[config.mk]
export PLATFORM = sky130hd
export DESIGN_NAME = sar_seq
export DESIGN_NICKNAME = d
export VERILOG_FILES = /design/src/rtl/sar_seq.sv
export SDC_FILE = /design/constraint.sdc
export NUM_CORES = 1
export LEC_CHECK = 0
export CAP_MARGIN = 40
export CORE_AREA = 8 8 78 87
export DETAILED_ROUTE_END_ITERATION = 16
export DIE_AREA = 0 0 86 95
export RECOVER_POWER = 50
export SLEW_MARGIN = 10
export SYNTH_ARGS = -nofsm -noshare
export SYNTH_HDL_FRONTEND = slang
export SYNTH_SLANG_ARGS = --single-unit
[constraint.sdc]
create_clock -name clk -period 2.4 [get_ports clk]
set_clock_uncertainty 0.1 [all_clocks]
set_input_delay 0.36 -clock clk [delete_from_list [all_inputs] [get_ports clk]]
set_output_delay 0.36 -clock clk [all_outputs]
set_load 0.02 [all_outputs]
[src/rtl/sar_seq.sv]
module sar_seq #(
  parameter int RES         = 12,
  parameter int CONV_CYCLES = 14,
  parameter int WAKE_CYCLES = 5
) (
  input  logic           clk,
  input  logic           rst_n,
  input  logic           start_n,
  input  logic           auto_sleep,
  input  logic           cmp_in,
  input  logic           cs_n,
  input  logic           rd_n,
  output logic [RES-1:0] dac_code,
  output logic           busy,
  output logic           sleep,
  output logic [RES-1:0] data_out,
  output logic           data_oe
);
  localparam int CW = $clog2(CONV_CYCLES + 1);
  localparam int WW = $clog2(WAKE_CYCLES + 1) + 1;
  localparam logic [RES-1:0] MSB = {1'b1, {(RES-1){1'b0}}};

  typedef enum logic [1:0] {S_IDLE, S_WAKE, S_CONV} st_t;

  st_t            st;
  logic           start_q;
  logic [CW-1:0]  cnt;
  logic [WW-1:0]  wcnt;
  logic [RES-1:0] sar, sar_nx, cur;
  logic           bit_cyc;

  wire start_fall = start_q & ~start_n;

  assign bit_cyc  = (st == S_CONV) && (cnt < CW'(RES));
  assign cur      = MSB >> cnt;
  assign sar_nx   = bit_cyc ? ((sar & ~cur) | (cmp_in ? cur : '0) | (cur >> 1)) : sar;
  assign dac_code = sar;
  assign data_oe  = ~cs_n & ~rd_n;

  always_ff @(posedge clk or negedge rst_n) begin
    if (!rst_n) begin
      st       <= S_IDLE;
      start_q  <= 1'b1;
      cnt      <= '0;
      wcnt     <= '0;
      sar      <= '0;
      data_out <= '0;
      busy     <= 1'b0;
      sleep    <= 1'b0;
    end else begin
      start_q <= start_n;
      case (st)
        S_IDLE: if (start_fall) begin
          busy  <= 1'b1;
          sleep <= 1'b0;
          cnt   <= '0;
          if (sleep) begin
            st   <= S_WAKE;
            wcnt <= WW'(WAKE_CYCLES - 1);
            sar  <= '0;
          end else begin
            st  <= S_CONV;
            sar <= MSB;
          end
        end
        S_WAKE: begin
          if (wcnt == '0) begin
            st  <= S_CONV;
            sar <= MSB;
          end else begin
            wcnt <= wcnt - 1'b1;
          end
        end
        S_CONV: begin
          sar <= sar_nx;
          cnt <= cnt + 1'b1;
          if (cnt == CW'(CONV_CYCLES - 1)) begin
            st       <= S_IDLE;
            busy     <= 1'b0;
            sleep    <= auto_sleep;
            data_out <= sar_nx;
          end
        end
        default: st <= S_IDLE;
      endcase
    end
  end
endmodule

==> results.md <==
- Final setup vio count: 0
- DP Cell Count: 333
- Worst Setup End Kind: flop
- Fin nets: 284
- Clock transition at path regs: 0.07 ns
- Top FF cell, synth: dfrtp_1
- Largest net degree at the start of global routing: 24
- Outcome: complete, no violations
- Buffers on Ports: 33
- Ys async rst share: 100.0%
- Synthesized flop and latch total: 37
- EDFF count, synth: 0
- Final hold vios: 0
- Switch share: 43.15%
- Initial antenna violation count: 0
- Worst hold stages: 2
- DP HPWL: 3.676 mm
- Worst hold path class: flop to flop
- Clock group share of total power: 16.9%
- Synth top area share: 43.61%
- Drt drc: 0
- Area grow syn2layout: 26.59%
- Max Root-Sink Buffers: 2
- Num CTS Buffers: 5
- Sequential Power Share: 30.8%
- Synth top area cells: dfrtp_1 (44%), ha_1 (6.7%), nand2_1 (6.2%)
- Maxcap violations: 0
- Final ANT Viol Nets: 0
- Leakage: 1.106 nW
- Internal cell power: 0.001870 W
- CTS tree: done
- Num ports: 34
- Most frequent cell after synthesis: dfrtp_1
- Fillers: 503
- Core area: 5290 um2
- Die footprint: 8170 um2
- Height of the chip: 95 um
- Final GP Congestion: 0.8608
- TNS Setup: 0 ns
- Slew HR: 37.32%
- FP Rows: 28
- Via density: 5.123
- Crit Path Class: flop to flop
- Crit Path Max Fanout: 12
- P per Cell Area: 1258 nW/um2
- DRT iter0 DRCs: 112
- Distinct cells, synth: 46
- Post-synthesis instance area: 2066 um2
- Endpoint, Worst Hold: data_out[0]
- Post-Syn Nets: 246
- Total GRT Usage: 12.72%
- Worst r2r dst: dac_code[2]
- Final Slew Violations: 0
- Worst-Margin Slew: 0.9401 ns
- Sequential-to-total area share from yosys stat: 44.88%
- Cells on worst reg2reg path: 6
- Required @ worst endpoint: 2.47 ns
- Skew-Pair Late Insertion Delay: 0.28 ns
- N_diodes: 0
- First-pass GRT wire length: 8.217 mm
- Layout cells sized above 1: 8.240%
- Min Tclk post-route: 2.190 ns
- CTS root buf: clkbuf_8
- Hold Path Origin: data_out[0]
- Yosys Warn Count: 0
- Final worst-path cycle share: 91.23%
- Cells after Synth: 228
- Synth Area per Inst: 9.060 um2
- Synth area leader: dfrtp_1
- CP arrival: 2.25 ns
- Most common library cells after synthesis: dfrtp_1 (36), nand2_1 (34), o21ai_0 (20)
- Vias in the first global route: 1728
- Die Span X: 86 um
- Max Clk Rate: 456.7 MHz
- Vias: 1752
- Drt wl/cell: 14.51 um
- Router iterations before antenna repair: 5
- Htree depth: 2
- CTS sink count: 37
- FF-to-FF setup slack: 0.21 ns
- Cts repair resizes: 0
- Grt ovf: 0
- Drt total wl: 4.962 mm
- RSZ-0062 raised after global routing: no
- Worst r2r src: wcnt[0]
- Final cell count without fillers: 342
- Worst vdd ir: 0.0007466 V
- Initial core utilization: 39.05%
- Comb pwr share: 52.4%
- Critical path launch point type: flop
- Post-CTS setup buffers: 0
- Net Sw Power: 0.001419 W
==> cell usage in the layout, fill, tap and decap left out, types with 4 or more instances in the layout <==
cell / netlist / layout
dlygate4sd3_1: 0 / 14
nand2_1: 34 / 34
buf_4: 0 / 6
nand3_1: 11 / 11
a21oi_1: 18 / 18
inv_1: 17 / 17
o21ai_0: 20 / 20
o32ai_1: 5 / 5
ha_1: 11 / 11
clkbuf_8: 0 / 6
a31oi_1: 5 / 5
clkdlybuf4s50_1: 0 / 19
o2bb2ai_1: 4 / 4
nor2_1: 12 / 12
dfrtp_1: 36 / 36
==> worst max-delay path by stage <==
stage	endpoint	from
floorplan	dac_code[1]	wcnt[0]
global placement	dac_code[1]	wcnt[0]
detailed placement	dac_code[11]	wcnt[0]
CTS	dac_code[11]	wcnt[0]
global route	dac_code[5]	wcnt[0]
finish	dac_code[2]	wcnt[0]
==> sequential cells by signal, indices dropped and copies added, names as in the netlist <==
name	flops
busy	1
wcnt	4
cnt	4
sleep	1
start_q	1
data_out	12
dac_code	12
st	2
==> worst max-delay path, stage by stage (launching register included) <==
cell,delay (ns)
dfrtp_1,0.40
inv_1,0.07
ha_1,0.18
or3b_4,0.43
a221o_1,0.57
a31oi_1,0.22
o21ai_0,0.10
==> logic make-up (layout without fill, tap and decap cells) <==
logic type | Yosys count | count (layout) | share of synthesized area, %
AO/OA/AOI/OAI | 75 | 75 | 24.65
adder cells (fa/ha/maj) | 11 | 11 | 6.663
buffers and inverters | 27 | 66 | 5.269
flip-flops | 37 | 37 | 44.88
multiplexers | 3 | 3 | 1.514
AND/OR/NAND/NOR | 75 | 75 | 17.02
==> metrics by stage <==
stage	instance area (um2)	utilization [%]	power [W]	setup slack (ns)	hold WS, ns
after detailed placement	2512	47.49	0.002794	0.2160	0.2361
after global placement	2485	46.97	0.002758	0.2670	0.3624
after floorplan	2066	-	0.002180	0.4153	-0.03559
after CTS	2639	49.88	0.003366	0.2041	0.3869
final	2615	49.43	0.003290	0.2104	0.3727
after global routing	2615	49.43	0.003562	0.1059	0.4101
==> layer usage <==
metal	GRT usage (%)	part of all wire, %	up-vias
li1	-	-	897
met1	14.49	46	817
met2	22.35	49	33
met3	3.736	4.4	5
met4	3.947	1.2	0
met5	0	0	-
==> what timing repair did <==
| item | 4_1_cts | 5_1_grt |
|---|---|---|
| hold buffers | 1 | 0 |
| hold endpoints to repair | 16 | 0 |
| endpoints found under the setup margin | 0 | 0 |
==> layout make-up <==
cell class	count	area, um2	area share (%)
tap	75	93.84	3.589
multi-input combinational	164	1030	39.38
inverter	17	63.81	2.440
sequential	37	927.1	35.45
timing repair buffer	41	384.1	14.69
clock inverter	1	30.03	1.148
clock buffer	7	86.33	3.301
==> power by group through the flow <==
stage / logic [W] / registers [W] / clock network [W]
floorplan: 0.00104 / 0.00114 / 0
global placement: 0.00173 / 0.00103 / 0
detailed placement: 0.00176 / 0.00103 / 0
CTS: 0.00177 / 0.00102 / 0.000577
global route: 0.00191 / 0.00105 / 0.000600
finish: 0.00172 / 0.00101 / 0.000555
No activity file was read; power rests on OpenSTA's default activity.
